$ cat config.mk
export PLATFORM = sky130hd
export DESIGN_NAME = slot_cfg_port
export DESIGN_NICKNAME = d
export VERILOG_FILES = /design/src/rtl/scp_pkg.sv /design/src/rtl/scp_shift.sv /design/src/rtl/scp_decode.sv /design/src/rtl/scp_store.sv /design/src/rtl/slot_cfg_port.sv
export SDC_FILE = /design/constraint.sdc
export NUM_CORES = 1
export LEC_CHECK = 0
export BUFFER_PORTS_ARGS = -buffer_cell sky130_fd_sc_hd__buf_2
export CAP_MARGIN = 20
export CORE_ASPECT_RATIO = 1.25
export CORE_MARGIN = 2
export CORE_UTILIZATION = 53
export DETAILED_ROUTE_END_ITERATION = 7
export PLACE_DENSITY = 0.78
export SLEW_MARGIN = 15
export SYNTH_ARGS = -nofsm -noshare
export SYNTH_HDL_FRONTEND = slang
export SYNTH_SLANG_ARGS = --single-unit
$ cat constraint.sdc
create_clock -name clk -period 2 [get_ports clk]
set_input_delay 0.1 -clock clk [delete_from_list [all_inputs] [get_ports clk]]
set_output_delay 0.1 -clock clk [all_outputs]
set_load 0.03 [all_outputs]
$ cat src/rtl/scp_pkg.sv
// Shared definitions for the serial slot-assignment control port.
// Assumes the action field is the two most significant bits of the word.
package scp_pkg;
    typedef enum logic [1:0] {
        ACT_BOTH = 2'b00,
        ACT_TX   = 2'b01,
        ACT_RX   = 2'b10,
        ACT_OFF  = 2'b11
    } act_e;
endpackage

$ cat src/rtl/scp_shift.sv
// Serial word receiver: shifts data MSB first while cs_n is low, counts bits
// (saturating one past a full word), captures the select with the first bit,
// and flags a completed word on the edge that sees cs_n released.
// Assumes inputs are stable around the rising clock edge.
module scp_shift #(
    parameter int WORD_W = 8,
    parameter int SEL_W  = 3
) (
    input  logic              clk,
    input  logic              rst_n,
    input  logic              cs_n,
    input  logic              sdi,
    input  logic [SEL_W-1:0]  sel_in,
    output logic [WORD_W-1:0] word_o,
    output logic [SEL_W-1:0]  sel_o,
    output logic              done_o
);
    localparam int CNT_W = $clog2(WORD_W + 2);
    localparam logic [CNT_W-1:0] CNT_FULL = CNT_W'(WORD_W);
    localparam logic [CNT_W-1:0] CNT_OVER = CNT_W'(WORD_W + 1);

    logic [CNT_W-1:0] cnt_q;
    logic             low_q;

    // Shift data, count bits, capture select on the first bit.
    always_ff @(posedge clk) begin
        if (!rst_n) begin
            cnt_q  <= '0;
            word_o <= '0;
            sel_o  <= '0;
            low_q  <= 1'b0;
        end else begin
            low_q <= !cs_n;
            if (cs_n) begin
                cnt_q <= '0;
            end else begin
                word_o <= {word_o[WORD_W-2:0], sdi};
                if (cnt_q != CNT_OVER) cnt_q <= cnt_q + 1'b1;
                if (cnt_q == '0) sel_o <= sel_in;
            end
        end
    end

    // A word is complete when the select rises after exactly WORD_W bits.
    always_comb done_o = cs_n && low_q && (cnt_q == CNT_FULL);
endmodule

$ cat src/rtl/scp_decode.sv
// Action decoder: turns mode, captured select and action bits into a mask of
// outputs to write and the enable value to write. Purely combinational.
// Assumes N_CH is a power of two so the direct-mode select spans all outputs.
module scp_decode
    import scp_pkg::*;
#(
    parameter int N_CH = 4
) (
    input  logic                      mode_pair,
    input  logic [$clog2(2*N_CH)-1:0] sel,
    input  act_e                      act,
    output logic [2*N_CH-1:0]         mask,
    output logic                      en_val
);
    localparam int CH_W = $clog2(N_CH);

    logic [CH_W-1:0] ch;

    // Build the write mask according to the addressing mode.
    always_comb begin
        mask   = '0;
        en_val = (act != ACT_OFF);
        ch     = sel[CH_W-1:0];
        if (mode_pair) begin
            unique case (act)
                ACT_TX:  mask[int'(ch)] = 1'b1;
                ACT_RX:  mask[N_CH + int'(ch)] = 1'b1;
                default: begin
                    mask[int'(ch)]        = 1'b1;
                    mask[N_CH + int'(ch)] = 1'b1;
                end
            endcase
        end else begin
            mask[int'(sel)] = 1'b1;
        end
    end
endmodule

$ cat src/rtl/scp_store.sv
// Assignment store: one slot register and enable flag per output, written
// under a mask. Disabling keeps the slot number. Synchronous active-low reset.
module scp_store #(
    parameter int NOUT   = 8,
    parameter int SLOT_W = 6
) (
    input  logic                        clk,
    input  logic                        rst_n,
    input  logic                        wr,
    input  logic [NOUT-1:0]             mask,
    input  logic                        en_val,
    input  logic [SLOT_W-1:0]           slot_val,
    output logic [NOUT-1:0]             out_en,
    output logic [NOUT-1:0][SLOT_W-1:0] out_slot
);
    for (genvar i = 0; i < NOUT; i++) begin : g_out
        // Hold or update one output's assignment.
        always_ff @(posedge clk) begin
            if (!rst_n) begin
                out_en[i]   <= 1'b0;
                out_slot[i] <= '0;
            end else if (wr && mask[i]) begin
                out_en[i] <= en_val;
                if (en_val) out_slot[i] <= slot_val;
            end
        end
    end
endmodule

$ cat src/rtl/slot_cfg_port.sv
// Serial slot-assignment control port: receives framed 8-bit control words
// and keeps a slot number and enable per frame-sync output (transmit 0..N_CH-1
// then receive 0..N_CH-1). Assumes mode_pair is steady across a word.
module slot_cfg_port
    import scp_pkg::*;
#(
    parameter int N_CH   = 4,
    parameter int SLOT_W = 6
) (
    input  logic                          clk,
    input  logic                          rst_n,
    input  logic                          cs_n,
    input  logic                          sdi,
    input  logic [$clog2(2*N_CH)-1:0]     sel,
    input  logic                          mode_pair,
    output logic [2*N_CH-1:0]             out_en,
    output logic [2*N_CH-1:0][SLOT_W-1:0] out_slot
);
    localparam int NOUT   = 2 * N_CH;
    localparam int SEL_W  = $clog2(NOUT);
    localparam int WORD_W = SLOT_W + 2;

    logic [WORD_W-1:0] word;
    logic [SEL_W-1:0]  sel_cap;
    logic              done;
    logic [NOUT-1:0]   mask;
    logic              en_val;
    act_e              act;

    scp_shift #(.WORD_W(WORD_W), .SEL_W(SEL_W)) i_shift (
        .clk(clk), .rst_n(rst_n), .cs_n(cs_n), .sdi(sdi), .sel_in(sel),
        .word_o(word), .sel_o(sel_cap), .done_o(done)
    );

    // Action field sits in the two most significant word bits.
    always_comb act = act_e'(word[WORD_W-1 -: 2]);

    scp_decode #(.N_CH(N_CH)) i_decode (
        .mode_pair(mode_pair), .sel(sel_cap), .act(act),
        .mask(mask), .en_val(en_val)
    );

    scp_store #(.NOUT(NOUT), .SLOT_W(SLOT_W)) i_store (
        .clk(clk), .rst_n(rst_n), .wr(done), .mask(mask), .en_val(en_val),
        .slot_val(word[SLOT_W-1:0]), .out_en(out_en), .out_slot(out_slot)
    );
endmodule

==> run metrics <==
Detailed Routing Iterations Pass 1=4; total leakage power=1.80 nW; HPWL after detailed placement=4.27 mm; final period utilization=91.9%; Cell Area, Placed=~3300 µm²; final worst slack=approximately 0.16 ns; required time reported for the critical path endpoint=between 2 and 2.5 ns; initial antenna violation count=0; mean post-synth cell area=a little over 10 µm²; startpoint types=flop; RSZ-0062 raised after global routing=false; global-route usage over all layers=approximately a fifth; DRT iter0 DRCs=roughly 170; multi-input logic area=about 1400 µm²; total count of max-transition violations in the final report=0; maximum clock frequency=~540 MHz; skew final=0.00575 ns; R2R depth=5; accumulated negative setup slack=0 ns; number of max-cap violations=0; final WL=just over 6 mm; top library cells by usage in the layout, fill and taps aside=sky130_fd_sc_hd__dfxtp_1 (72), sky130_fd_sc_hd__mux2i_1 (63), sky130_fd_sc_hd__buf_2 (63); transition time of the tightest slew-check pin=approximately 0.53 ns; Post-Syn Instances=between 200 and 300; largest net degree at the start of global routing=35; data arrival time of the critical path=about 2.1 ns; Worst IR Drop VDD=~0.54 mV; most common library cell in the layout ignoring fill and taps=sky130_fd_sc_hd__dfxtp_1; total of buffers placed on input and output ports=63; worst setup path startpoint=i_shift.word_o[6]; Synth Cell Area=2900 µm²; later-pin clock latency in the skew report=approximately 0.34 ns; capture point of the critical path=i_store.out_slot[32]; hold violation total from the final report=0; placement-stage worst setup slack=~0.026 ns; origin of the critical flop-to-flop path=i_shift.word_o[6]; post-route standard cell area excluding fillers=approximately 3500 µm²; number of setup buffers added after CTS=0; reg-to-reg critical path endpoint=i_store.out_slot[32]; CTS Buffer Depth=2; Layout Area Growth over Synthesis=20.9%; die outline height=between 80 and 90 µm; maximum fanout along the worst path=6; routed length per placed instance=roughly 15 µm; worst reg2reg setup slack=between 0.15 and 0.2 ns; CTS tree=yes; count of unique library cells instantiated by Yosys=30; x dimension of the die=about 70 µm; I/O pin cnt=64; clock slew at reported path FFs=~0.07 ns; starting utilization of the core area=between 50% and 60%; setup violators final=0; critical path capture point type=flop; fill cell count=roughly 450; TritonCTS sink count=between 70 and 80; placer's final routability congestion estimate=approximately 0.8; drt drc=0; class of the tightest hold or removal check=in2reg; overall die area=6070 µm²; post-synth net total=around 300; number of global-route vias before repair=around 2100; Detail Route Antenna Nets=0; area occupied by registers=around 1400 µm²; run status=complete, no violations; sequential-to-total area share from yosys stat=49.8%; global-route wire length before repair=roughly 10 mm; area of the core=between 5000 and 6000 µm²; synthesized flop and latch total=72; Root Buffer Master=sky130_fd_sc_hd__clkbuf_8; layout cell share with drive strength beyond 1=between 20% and 30%; number of vias per cell=between 5 and 6; total placed cells including tap cells=just over 400; warnings from Yosys=0; total congestion overflow=0; type of the worst setup path=reg2reg; Final Power=2.71 mW; time the final worst path needs with I/O delays and setup=1.84 ns; total clock buffers created by CTS=9; overall via count from detail_route=approximately 2200; number of flops mapped to enable cells by yosys=0; nets=between 300 and 400; most used flip-flop cell after synthesis=sky130_fd_sc_hd__dfxtp_1; number of H-tree levels=3; floorplan row count=30; fraction of registers with async set/reset=0%; final non-filler cell total=between 400 and 500; remaining max-slew budget at the tightest pin=about two thirds; total power density per cell area=773 nW/µm²; count of antenna diodes in the layout=0
==> where the power goes <==
| part | total [mW] | leakage [nW] | internal [mW] | switching (mW) |
|---|---|---|---|---|
| registers | 1.45 | 0.581 | 1.44 | 0.0114 |
| clock network | 1.15 | 0.103 | 0.642 | 0.510 |
| logic | 0.102 | 1.11 | 0.0398 | 0.0620 |
| total | 2.71 | 1.80 | 2.12 | 0.583 |
==> worst min-delay path by stage <==
stage	endpoint	from	depth (start not counted)	slack, ns
global placement	i_shift.sel_o[1]	sel[1]	3	0.35
CTS	i_shift.sel_o[2]	sel[2]	3	0.004
floorplan	i_shift.sel_o[1]	sel[1]	2	0.26
detailed placement	i_shift.sel_o[1]	sel[1]	3	0.37
finish	i_shift.sel_o[2]	sel[2]	3	0.02
global route	i_shift.sel_o[0]	sel[0]	3	0.04
==> state kept, by name (all words and copies together), names as in the netlist <==
signal            flops
i_shift.word_o        8
i_store.out_slot     48
i_shift.low_q         1
i_shift.cnt_q         4
i_shift.sel_o         3
i_store.out_en        8
==> routing by layer <==
| layer | vias to the layer above | GRT usage (%) | part of all wire [%] |
|---|---|---|---|
| li1 | 1087 | - | - |
| met1 | 1020 | 26.2 | 46 |
| met2 | 57 | 34.9 | 46 |
| met3 | 13 | 6.51 | 4.8 |
| met4 | 0 | 9.27 | 2.7 |
| met5 | - | 0 | 0 |
==> final cells by class <==
class,count,area share (%)
Sequential cell,72,41.2
Multi-Input combinational cell,196,40.1
Timing Repair Buffer,66,10.1
Clock buffer,13,4.54
Tap cell,64,2.29
Clock inverter,3,1.14
Inverter,6,0.643
==> critical path, cell delays in order, from the launching register on <==
cell	delay [ns]
sky130_fd_sc_hd__dfxtp_1	0.35
sky130_fd_sc_hd__ha_1	0.21
sky130_fd_sc_hd__nand4b_2	0.29
sky130_fd_sc_hd__nor2_1	0.41
sky130_fd_sc_hd__nand2_2	0.26
sky130_fd_sc_hd__mux2i_1	0.18
==> per-stage QoR <==
step	hold WS, ns	util (%)
6_report	0.0203	65.2
5_1_grt	0.0362	65.2
4_1_cts	0.00397	65.0
3_5_place_dp	0.366	61.1
3_3_place_gp	0.350	61.1
2_1_floorplan	0.260	-
==> cell usage after synthesis, types with 5 or more instances <==
master / number / area share [%]
sky130_fd_sc_hd__inv_1: 6 / 0.78
sky130_fd_sc_hd__nor2b_1: 17 / 3.7
sky130_fd_sc_hd__ha_1: 6 / 2.6
sky130_fd_sc_hd__nor2_1: 7 / 0.91
sky130_fd_sc_hd__clkbuf_1: 8 / 1.0
sky130_fd_sc_hd__nand2_1: 60 / 7.8
sky130_fd_sc_hd__dfxtp_1: 72 / 50
sky130_fd_sc_hd__nor3_1: 5 / 0.86
sky130_fd_sc_hd__nand2_2: 8 / 1.7
sky130_fd_sc_hd__nand2b_1: 5 / 1.1
sky130_fd_sc_hd__mux2i_1: 63 / 22
==> kinds of logic after synthesis <==
group	after synthesis	synth area share [%]
and+or+nand+nor	114	20.6
DFF	72	49.8
muxes	63	21.8
buffers and inverters	15	2.07
AOI/OAI and AO/OA	11	2.59
adders and majority gates	6	2.59
xor gates and xnor gates	2	0.605
==> what timing repair did <==
item                                   in CTS  in global routing
endpoints found under the hold margin       1                  0
setup endpoints to repair                   0                 28
resized for setup                           0                  2
hold buffers                                1                  0
Note: power is estimated with default switching activity, not from simulation.
